$ cat src/rtl/line_stats_pkg.sv
package line_stats_pkg;

  typedef enum logic [1:0] {
    RGN_DUMMY  = 2'd0,
    RGN_SHIELD = 2'd1,
    RGN_EDGE   = 2'd2,
    RGN_ACTIVE = 2'd3
  } region_e;

  typedef enum logic [2:0] {
    S_IDLE,
    S_MEAN,
    S_DEV,
    S_PRNU,
    S_IMB,
    S_OUT
  } seq_state_e;

  localparam int IMB_SCALE  = 200;
  localparam int PCT_SCALE  = 100;
  localparam int IMBW       = 9;

endpackage

$ cat src/rtl/lsu_accum.sv
module lsu_accum
  import line_stats_pkg::*;
#(
  parameter int DW      = 16,
  parameter int MAX_PIX = 21360,
  parameter int CNTW    = 15,
  parameter int SUMW    = 31
) (
  input  logic            clk,
  input  logic            rst_n,
  input  logic            in_vld,
  input  logic [DW-1:0]   in_data,
  input  logic [1:0]      in_region,
  input  logic            in_eol,
  input  logic            snap_en,
  output logic            snap_vld,
  output logic [CNTW-1:0] snap_cnt,
  output logic [SUMW-1:0] snap_so,
  output logic [SUMW-1:0] snap_se,
  output logic [DW-1:0]   snap_min,
  output logic [DW-1:0]   snap_max
);

  logic [CNTW-1:0] cnt_q, cnt_n, cnt_d;
  logic [SUMW-1:0] so_q, so_n, so_d;
  logic [SUMW-1:0] se_q, se_n, se_d;
  logic [DW-1:0]   mn_q, mn_n, mn_d;
  logic [DW-1:0]   mx_q, mx_n, mx_d;
  logic            take;
  logic            pos_odd;
  logic            load;

  assign take    = in_vld && (in_region == RGN_ACTIVE);
  assign pos_odd = ~cnt_q[0];
  assign load    = in_eol && snap_en && !snap_vld;

  // line values including the current sample
  always_comb begin
    cnt_n = cnt_q;
    so_n  = so_q;
    se_n  = se_q;
    mn_n  = mn_q;
    mx_n  = mx_q;
    if (take) begin
      cnt_n = cnt_q + 1'b1;
      if (pos_odd) so_n = so_q + SUMW'(in_data);
      else         se_n = se_q + SUMW'(in_data);
      if (in_data < mn_q) mn_n = in_data;
      if (in_data > mx_q) mx_n = in_data;
    end
  end

  // accumulator next state: restart on line end
  always_comb begin
    if (in_eol) begin
      cnt_d = '0;
      so_d  = '0;
      se_d  = '0;
      mn_d  = '1;
      mx_d  = '0;
    end else begin
      cnt_d = cnt_n;
      so_d  = so_n;
      se_d  = se_n;
      mn_d  = mn_n;
      mx_d  = mx_n;
    end
  end

  always_ff @(posedge clk or negedge rst_n) begin
    if (!rst_n) begin
      cnt_q <= '0;
      so_q  <= '0;
      se_q  <= '0;
      mn_q  <= '1;
      mx_q  <= '0;
    end else begin
      cnt_q <= cnt_d;
      so_q  <= so_d;
      se_q  <= se_d;
      mn_q  <= mn_d;
      mx_q  <= mx_d;
    end
  end

  always_ff @(posedge clk or negedge rst_n) begin
    if (!rst_n) begin
      snap_vld <= 1'b0;
      snap_cnt <= '0;
      snap_so  <= '0;
      snap_se  <= '0;
      snap_min <= '0;
      snap_max <= '0;
    end else begin
      snap_vld <= load;
      if (load) begin
        snap_cnt <= cnt_n;
        snap_so  <= so_n;
        snap_se  <= se_n;
        snap_min <= mn_n;
        snap_max <= mx_n;
      end
    end
  end

  // extremes stay ordered once a pixel has been seen
  a_r3_min_le_max: assert property (@(posedge clk) disable iff (!rst_n)
    (cnt_q != '0) |-> (mn_q <= mx_q));

  // line length stays within the sized range
  a_r11_count_bound: assert property (@(posedge clk) disable iff (!rst_n)
    cnt_q <= CNTW'(MAX_PIX));

endmodule

$ cat src/rtl/lsu_div.sv
module lsu_div #(
  parameter int NW  = 39,
  parameter int DVW = 31,
  localparam int CW = $clog2(NW + 1)
) (
  input  logic           clk,
  input  logic           rst_n,
  input  logic           start,
  input  logic [NW-1:0]  dividend,
  input  logic [DVW-1:0] divisor,
  output logic           busy,
  output logic           done,
  output logic [NW-1:0]  quotient
);

  logic [NW-1:0]  acc_q, acc_d;
  logic [DVW-1:0] rem_q, rem_d;
  logic [DVW-1:0] dvs_q, dvs_d;
  logic [CW-1:0]  cnt_q, cnt_d;
  logic           done_d;
  logic [DVW:0]   rem_sh;
  logic [DVW:0]   rem_sub;
  logic           fits;

  assign busy     = (cnt_q != '0);
  assign quotient = acc_q;

  assign rem_sh  = {rem_q, acc_q[NW-1]};
  assign rem_sub = rem_sh - {1'b0, dvs_q};
  assign fits    = (rem_sh >= {1'b0, dvs_q});

  always_comb begin
    acc_d  = acc_q;
    rem_d  = rem_q;
    dvs_d  = dvs_q;
    cnt_d  = cnt_q;
    done_d = 1'b0;
    if (start) begin
      acc_d = dividend;
      rem_d = '0;
      dvs_d = divisor;
      cnt_d = CW'(NW);
    end else if (busy) begin
      acc_d  = {acc_q[NW-2:0], fits};
      rem_d  = fits ? rem_sub[DVW-1:0] : rem_sh[DVW-1:0];
      cnt_d  = cnt_q - 1'b1;
      done_d = (cnt_q == CW'(1));
    end
  end

  always_ff @(posedge clk or negedge rst_n) begin
    if (!rst_n) begin
      acc_q <= '0;
      rem_q <= '0;
      dvs_q <= '0;
      cnt_q <= '0;
      done  <= 1'b0;
    end else begin
      acc_q <= acc_d;
      rem_q <= rem_d;
      dvs_q <= dvs_d;
      cnt_q <= cnt_d;
      done  <= done_d;
    end
  end

  // a division is never restarted before it completes
  a_r2_div_no_restart: assert property (@(posedge clk) disable iff (!rst_n)
    start |-> !busy);

  // partial remainder is always reduced below the divisor
  a_r2_div_rem_bound: assert property (@(posedge clk) disable iff (!rst_n)
    (busy && dvs_q != '0) |-> (rem_q < dvs_q));

endmodule

$ cat src/rtl/lsu_seq.sv
module lsu_seq
  import line_stats_pkg::*;
#(
  parameter int DW   = 16,
  parameter int CNTW = 15,
  parameter int SUMW = 31,
  parameter int NW   = 39,
  parameter int PCTW = 23
) (
  input  logic                   clk,
  input  logic                   rst_n,
  input  logic                   snap_vld,
  input  logic [CNTW-1:0]        snap_cnt,
  input  logic [SUMW-1:0]        snap_so,
  input  logic [SUMW-1:0]        snap_se,
  input  logic [DW-1:0]          snap_min,
  input  logic [DW-1:0]          snap_max,
  output logic                   idle,
  output logic                   div_start,
  output logic [NW-1:0]          div_dvd,
  output logic [SUMW-1:0]        div_dvs,
  input  logic                   div_done,
  input  logic [NW-1:0]          div_q,
  output logic                   res_done,
  output logic                   res_err,
  output logic [CNTW-1:0]        res_count,
  output logic [DW-1:0]          res_mean,
  output logic [DW-1:0]          res_maxdev,
  output logic [PCTW-1:0]        res_prnu,
  output logic signed [IMBW-1:0] res_imbal
);

  seq_state_e      st_q, st_d;
  logic            w_err_q, w_err_d;
  logic [DW-1:0]   w_mean_q, w_mean_d;
  logic [DW-1:0]   w_dev_q, w_dev_d;
  logic [PCTW-1:0] w_prnu_q, w_prnu_d;
  logic [IMBW-1:0] w_imb_q, w_imb_d;

  logic            done_d;
  logic            err_d;
  logic [CNTW-1:0] count_d;
  logic [DW-1:0]   mean_d;
  logic [DW-1:0]   dev_d;
  logic [PCTW-1:0] prnu_d;
  logic [IMBW-1:0] imb_d;

  logic [SUMW-1:0] total;
  logic [SUMW-1:0] diff_mag;
  logic            diff_neg;
  logic [DW-1:0]   up_dev;
  logic [DW-1:0]   dn_dev;
  logic [DW-1:0]   dev_now;
  logic [IMBW-1:0] q_imb;

  assign idle     = (st_q == S_IDLE);
  assign total    = snap_so + snap_se;
  assign diff_neg = (snap_so < snap_se);
  assign diff_mag = diff_neg ? (snap_se - snap_so) : (snap_so - snap_se);
  assign up_dev   = snap_max - w_mean_q;
  assign dn_dev   = w_mean_q - snap_min;
  assign dev_now  = (up_dev >= dn_dev) ? up_dev : dn_dev;
  assign q_imb    = div_q[IMBW-1:0];

  // next state and datapath control
  always_comb begin
    st_d      = st_q;
    w_err_d   = w_err_q;
    w_mean_d  = w_mean_q;
    w_dev_d   = w_dev_q;
    w_prnu_d  = w_prnu_q;
    w_imb_d   = w_imb_q;
    div_start = 1'b0;
    div_dvd   = '0;
    div_dvs   = '0;
    done_d    = 1'b0;
    err_d     = res_err;
    count_d   = res_count;
    mean_d    = res_mean;
    dev_d     = res_maxdev;
    prnu_d    = res_prnu;
    imb_d     = res_imbal;
    unique case (st_q)
      S_IDLE: begin
        if (snap_vld) begin
          w_mean_d = '0;
          w_dev_d  = '0;
          w_prnu_d = '0;
          w_imb_d  = '0;
          if (snap_cnt == '0) begin
            w_err_d = 1'b1;
            st_d    = S_OUT;
          end else begin
            w_err_d   = 1'b0;
            div_start = 1'b1;
            div_dvd   = NW'(total);
            div_dvs   = SUMW'(snap_cnt);
            st_d      = S_MEAN;
          end
        end
      end
      S_MEAN: begin
        if (div_done) begin
          w_mean_d = div_q[DW-1:0];
          st_d     = S_DEV;
        end
      end
      S_DEV: begin
        w_dev_d = dev_now;
        if (w_mean_q != '0) begin
          div_start = 1'b1;
          div_dvd   = NW'(dev_now) * NW'(PCT_SCALE);
          div_dvs   = SUMW'(w_mean_q);
          st_d      = S_PRNU;
        end else if (total != '0) begin
          div_start = 1'b1;
          div_dvd   = NW'(diff_mag) * NW'(IMB_SCALE);
          div_dvs   = total;
          st_d      = S_IMB;
        end else begin
          st_d = S_OUT;
        end
      end
      S_PRNU: begin
        if (div_done) begin
          w_prnu_d  = div_q[PCTW-1:0];
          div_start = 1'b1;
          div_dvd   = NW'(diff_mag) * NW'(IMB_SCALE);
          div_dvs   = total;
          st_d      = S_IMB;
        end
      end
      S_IMB: begin
        if (div_done) begin
          w_imb_d = diff_neg ? (~q_imb + 1'b1) : q_imb;
          st_d    = S_OUT;
        end
      end
      S_OUT: begin
        done_d  = 1'b1;
        err_d   = w_err_q;
        count_d = w_err_q ? '0 : snap_cnt;
        mean_d  = w_mean_q;
        dev_d   = w_dev_q;
        prnu_d  = w_prnu_q;
        imb_d   = w_imb_q;
        st_d    = S_IDLE;
      end
      default: st_d = S_IDLE;
    endcase
  end

  always_ff @(posedge clk or negedge rst_n) begin
    if (!rst_n) begin
      st_q     <= S_IDLE;
      w_err_q  <= 1'b0;
      w_mean_q <= '0;
      w_dev_q  <= '0;
      w_prnu_q <= '0;
      w_imb_q  <= '0;
    end else begin
      st_q     <= st_d;
      w_err_q  <= w_err_d;
      w_mean_q <= w_mean_d;
      w_dev_q  <= w_dev_d;
      w_prnu_q <= w_prnu_d;
      w_imb_q  <= w_imb_d;
    end
  end

  always_ff @(posedge clk or negedge rst_n) begin
    if (!rst_n) begin
      res_done   <= 1'b0;
      res_err    <= 1'b0;
      res_count  <= '0;
      res_mean   <= '0;
      res_maxdev <= '0;
      res_prnu   <= '0;
      res_imbal  <= '0;
    end else begin
      res_done   <= done_d;
      res_err    <= err_d;
      res_count  <= count_d;
      res_mean   <= mean_d;
      res_maxdev <= dev_d;
      res_prnu   <= prnu_d;
      res_imbal  <= imb_d;
    end
  end

  // the mean produced by the divider lies between the line extremes
  a_r3_mean_in_span: assert property (@(posedge clk) disable iff (!rst_n)
    (st_q == S_DEV) |-> (w_mean_q >= snap_min && w_mean_q <= snap_max));

  // every quotient fits the narrowest field that receives it
  a_r4_quot_fits: assert property (@(posedge clk) disable iff (!rst_n)
    div_done |-> (div_q[NW-1:PCTW] == '0));

  // imbalance stays in its percent range
  a_r5_imbal_range: assert property (@(posedge clk) disable iff (!rst_n)
    res_done |-> (res_imbal >= -200 && res_imbal <= 200));

  // error reports carry zero results
  a_r8_err_zero: assert property (@(posedge clk) disable iff (!rst_n)
    (res_done && res_err) |-> (res_count == '0 && res_mean == '0 &&
                               res_maxdev == '0 && res_prnu == '0 && res_imbal == '0));

  // done is a single-cycle pulse
  a_r9_done_pulse: assert property (@(posedge clk) disable iff (!rst_n)
    res_done |=> !res_done);

endmodule

$ cat src/rtl/line_stats.sv
module line_stats
  import line_stats_pkg::*;
#(
  parameter  int DW      = 16,
  parameter  int MAX_PIX = 21360,
  localparam int CNTW    = $clog2(MAX_PIX + 1),
  localparam int PCTW    = DW + 7
) (
  input  logic                   clk,
  input  logic                   rst_n,
  input  logic                   in_vld,
  input  logic [DW-1:0]          in_data,
  input  logic [1:0]             in_region,
  input  logic                   in_eol,
  output logic                   res_done,
  output logic                   res_err,
  output logic [CNTW-1:0]        res_count,
  output logic [DW-1:0]          res_mean,
  output logic [DW-1:0]          res_maxdev,
  output logic [PCTW-1:0]        res_prnu,
  output logic signed [IMBW-1:0] res_imbal
);

  localparam int SUMW = DW + CNTW;
  localparam int NW   = SUMW + 8;

  logic rst_meta;
  logic rst_s;

  // reset asserts at once, releases on the clock
  always_ff @(posedge clk or negedge rst_n) begin
    if (!rst_n) begin
      rst_meta <= 1'b0;
      rst_s    <= 1'b0;
    end else begin
      rst_meta <= 1'b1;
      rst_s    <= rst_meta;
    end
  end

  logic            snap_en;
  logic            snap_vld;
  logic [CNTW-1:0] snap_cnt;
  logic [SUMW-1:0] snap_so;
  logic [SUMW-1:0] snap_se;
  logic [DW-1:0]   snap_min;
  logic [DW-1:0]   snap_max;
  logic            div_start;
  logic [NW-1:0]   div_dvd;
  logic [SUMW-1:0] div_dvs;
  logic            div_busy;
  logic            div_done;
  logic [NW-1:0]   div_q;

  lsu_accum #(
    .DW(DW), .MAX_PIX(MAX_PIX), .CNTW(CNTW), .SUMW(SUMW)
  ) u_accum (
    .clk(clk), .rst_n(rst_s),
    .in_vld(in_vld), .in_data(in_data), .in_region(in_region), .in_eol(in_eol),
    .snap_en(snap_en), .snap_vld(snap_vld), .snap_cnt(snap_cnt),
    .snap_so(snap_so), .snap_se(snap_se), .snap_min(snap_min), .snap_max(snap_max)
  );

  lsu_div #(
    .NW(NW), .DVW(SUMW)
  ) u_div (
    .clk(clk), .rst_n(rst_s),
    .start(div_start), .dividend(div_dvd), .divisor(div_dvs),
    .busy(div_busy), .done(div_done), .quotient(div_q)
  );

  lsu_seq #(
    .DW(DW), .CNTW(CNTW), .SUMW(SUMW), .NW(NW), .PCTW(PCTW)
  ) u_seq (
    .clk(clk), .rst_n(rst_s),
    .snap_vld(snap_vld), .snap_cnt(snap_cnt), .snap_so(snap_so), .snap_se(snap_se),
    .snap_min(snap_min), .snap_max(snap_max),
    .idle(snap_en),
    .div_start(div_start), .div_dvd(div_dvd), .div_dvs(div_dvs),
    .div_done(div_done), .div_q(div_q),
    .res_done(res_done), .res_err(res_err), .res_count(res_count),
    .res_mean(res_mean), .res_maxdev(res_maxdev), .res_prnu(res_prnu),
    .res_imbal(res_imbal)
  );

  // the divider is idle whenever the sequencer accepts a new line
  a_r10_idle_div_free: assert property (@(posedge clk) disable iff (!rst_s)
    snap_en |-> !div_busy);

endmodule

$ cat config.mk
export PLATFORM = sky130hd
export DESIGN_NAME = line_stats
export DESIGN_NICKNAME = d
export VERILOG_FILES = /design/src/rtl/line_stats_pkg.sv /design/src/rtl/lsu_accum.sv /design/src/rtl/lsu_div.sv /design/src/rtl/lsu_seq.sv /design/src/rtl/line_stats.sv
export SDC_FILE = /design/constraint.sdc
export NUM_CORES = 2
export LEC_CHECK = 0
export CAP_MARGIN = 10
export CORE_MARGIN = 2
export CORE_UTILIZATION = 55
export DETAILED_ROUTE_END_ITERATION = 6
export PLACE_DENSITY = 0.83
export SLEW_MARGIN = 15
export SYNTH_ARGS = -nofsm -noshare
export SYNTH_HDL_FRONTEND = slang
export SYNTH_SLANG_ARGS = --single-unit
$ cat constraint.sdc
create_clock -name clk -period 35.1 [get_ports clk]
set_input_delay 3.51 -clock clk [delete_from_list [all_inputs] [get_ports clk]]
set_output_delay 3.51 -clock clk [all_outputs]
set_load 0.02 [all_outputs]
==> reports/metrics.cfg <==
[routing]
viasPerCell = 5.958
dr.pass1.iters = 7
drc_errors = 26
avgRoutedWirePerCell_um = 19.33
dr_total_vias = 28960
dr.first_iter.drc_count = 2662
drtAntennaViolNets = 0
wirelength_um = 93980

[synth]
postSynthAreaPerCell_um2 = 8.792
synth_cells = 3961
synth_warnings = 0
ys_seq_elements = 478
synthTopCellsByArea = dfrtp_1, ha_1, o21ai_0, nand2_1, inv_1
synth_area_leader_cell = dfrtp_1
seq_area_frac_synth_pct = 34.41
netlist_area_mm2 = 0.03482
synthFlopType = dfrtp_1
synth_nets = 4414
synth_top_area_share_pct = 33.20
ys_types = 97
async_flop_share_pct = 100.0
synth_edf_count = 0

[clock_network]
cts_made_buffers = 50
path_clk_slew_ps = 60
root_buffer = clkbuf_16
clock-sinks = 478
clk_path_buf_depth = 3
cts_tree = built
post_cts_buffers = 0
cts_hold_buffers = 0
cts-resized-gates = 0
htreeDepth = 2
insertion_delay_ps = 630

[critical_path]
crit_path_max_fanout = 16
ff2ff_setup_slack_ps = 26420
cp_num_buf_inv = 5
reg2reg_from = u_seq.w_mean_q[0]$_DFFE_PN0P_
r2r-end = u_div.quotient[22]$_DFFE_PN0P_
critPathRequiredTime_ps = 35580
reg2reg_depth = 38
start_kind = flip-flop
cp_top_family = compound AO/OA/AOI/OAI gates
cpPeakStageDelay_ps = 620
crit_type = reg2reg
arrival_ps = 9160
crit_slowest_cell = a211o_1
cp-end-kind = flip-flop

[timing]
rsz0062_at_grt = no
skew_ps = 45.16
fmax_ghz = 0.1152
final_hold_viol_count = 0
worstMarginPinSlew_ps = 1151
slew_headroom_pct = 22.98
setup_tns_ps = 0
drv_slew = 0
post-route-period-util_pct = 24.72
finalSetupViolCount = 0
period_minus_slack_ps = 8677

[outcome]
violations = DRC
status = complete, but fails checks

[global_route]
first_global_vias = 28120
grt_max_degree = 126
grt_use_total_pct = 28.35
grt_pass1_wl_um = 150800
grt_antenna_before_repair = 1
grt_overflow = 0

[die]
dieArea_mm2 = 0.06535
core_mm2 = 0.06285
die_w_um = 255.6
io_pins = 103
start_util_pct = 55.41
placementRows = 92
die_h_um = 255.6

[flow_run]
cap_violations = 0

[worst_hold_path]
hp-class = reg2reg
min_path_cells = 0
hp-start = rst_meta$_DFF_PN0_
hold_end = rst_s$_DFF_PN0_

[final_layout]
n_antenna_cell = 0
layout-drive-gt1-share_pct = 5.803
area_growth_pct = 9.751
final_nets = 4427

[place]
hpwl_um = 70440
place_congestion = 0.9634
numPortBuffers = 102

[synthesized netlist by cell type (8+ instances only)]
master,count
o21ai_1,16
dfstp_2,16
mux2_2,61
a211oi_1,34
o21ai_0,326
o22ai_1,30
a21boi_0,15
nand2_1,417
buf_2,26
or3_1,16
xor2_1,81
nand3_1,60
o221ai_1,14
nor3b_1,10
xnor2_1,153
and3_1,31
buf_1,10
nand2b_1,56
a22o_1,20
a22oi_1,13
a221o_1,8
a211o_1,12
a222oi_1,11
inv_1,396
fa_1,45
dfrtp_1,462
o31ai_1,15
ha_1,386
clkbuf_1,124
and2_1,13
nand4_1,29
mux2i_1,77
a21oi_1,242
o211ai_1,25
a31oi_1,16
o21a_1,37
nor2_1,310
nor2b_1,29
o21bai_1,36
nor3_1,56
nor4_1,29
a21o_1,71
[kinds of logic (layout without fill, tap and decap cells)]
kind of cell | Yosys count | after routing | share of synthesized area [%]
AND/OR/NAND/NOR | 1086 | 1086 | 14.08
AO/OA/AOI/OAI | 1027 | 1027 | 18.72
buffers and inverters | 566 | 620 | 6.259
flip-flops | 478 | 478 | 34.41
adder cells (fa/ha/maj) | 431 | 431 | 16.46
XOR/XNOR | 234 | 234 | 5.885
multiplexers | 138 | 138 | 4.186
other | 1 | 1 | 0.01077
[how the worst max path moves through the flow]
stage / from / end / slack, ps / cells after the start
final: u_seq.w_mean_q[0]$_DFFE_PN0P_ / u_div.quotient[22]$_DFFE_PN0P_ / 26420 / 38
after global routing: u_seq.w_mean_q[1]$_DFFE_PN0P_ / u_div.quotient[22]$_DFFE_PN0P_ / 25660 / 36
after CTS: u_seq.w_mean_q[1]$_DFFE_PN0P_ / u_div.quotient[21]$_DFFE_PN0P_ / 26540 / 34
after detailed placement: u_seq.w_mean_q[1]$_DFFE_PN0P_ / u_div.quotient[21]$_DFFE_PN0P_ / 26550 / 34
after global placement: u_seq.w_mean_q[1]$_DFFE_PN0P_ / u_div.quotient[21]$_DFFE_PN0P_ / 26700 / 34
after floorplan: rst_s$_DFF_PN0_ / u_accum.cnt_q[0]$_DFF_PN0_ / 20820 / 0
[stage by stage]
step | instances | utilization [%] | instance area (um2) | setup slack, ps | hold slack, ps
after floorplan | 3961 | - | 34820 | 20820 | 331.2
after global placement | 4768 | 58.04 | 36480 | 26700 | 334.3
after detailed placement | 4768 | 58.04 | 36480 | 26550 | 338.1
after CTS | 4861 | 60.80 | 38210 | 26540 | 351.8
after global routing | 4861 | 60.81 | 38220 | 25660 | 368.3
final | 4861 | 60.81 | 38220 | 26420 | 347.0
[routing by layer]
metal	global-route usage (%)	wire length (um)	vias to the layer above
met5	0	17	-
met4	9.730	3590	2
met3	4.833	6886	226
met2	44.86	42210	1085
met1	39.44	41280	13930
li1	-	-	13720
[registers in the layout, summed over array words and instances, names as in the netlist, 23 cells and up]
name / flops
u_div.rem_q: 31
u_accum.snap_so: 31
u_accum.snap_se: 31
u_accum.so_q: 31
u_accum.se_q: 31
u_seq.res_prnu: 23
u_seq.w_prnu_q: 23
u_div.dvs_q: 31
u_div.quotient: 39
[layout by cell type (no fill, tap or decap), types with 29 or more instances in the layout]
cell type	synthesis	routed
o21bai_1	36	36
o21a_1	37	37
nand2_1	417	415
a21oi_1	242	241
xnor2_1	153	153
nor4_1	29	29
dfrtp_1	462	461
a21o_1	71	71
a211oi_1	34	34
clkdlybuf4s50_1	0	101
o21ai_0	326	326
nand3_1	60	59
mux2_2	61	61
and3_1	31	31
fa_1	45	45
nor2_1	310	308
mux2i_1	77	77
nor3_1	56	55
nand2b_1	56	56
nor2b_1	29	29
ha_1	386	386
xor2_1	81	81
nand4_1	29	29
inv_1	396	396
o22ai_1	30	30
clkbuf_16	0	50
[final cells by class]
| cell class | count | area, um2 |
|---|---|---|
| fill | 5333 | 24630 |
| multi-input combinational | 2917 | 20740 |
| sequential | 478 | 11990 |
| inverter | 401 | 1505 |
| clock buffer | 66 | 1381 |
| timing repair buffer | 126 | 1199 |
| tap | 846 | 1059 |
| clock inverter | 27 | 355.3 |
Power is not shown: default switching activity piles up to over one toggle a cycle in this logic, so the estimate is an artifact.
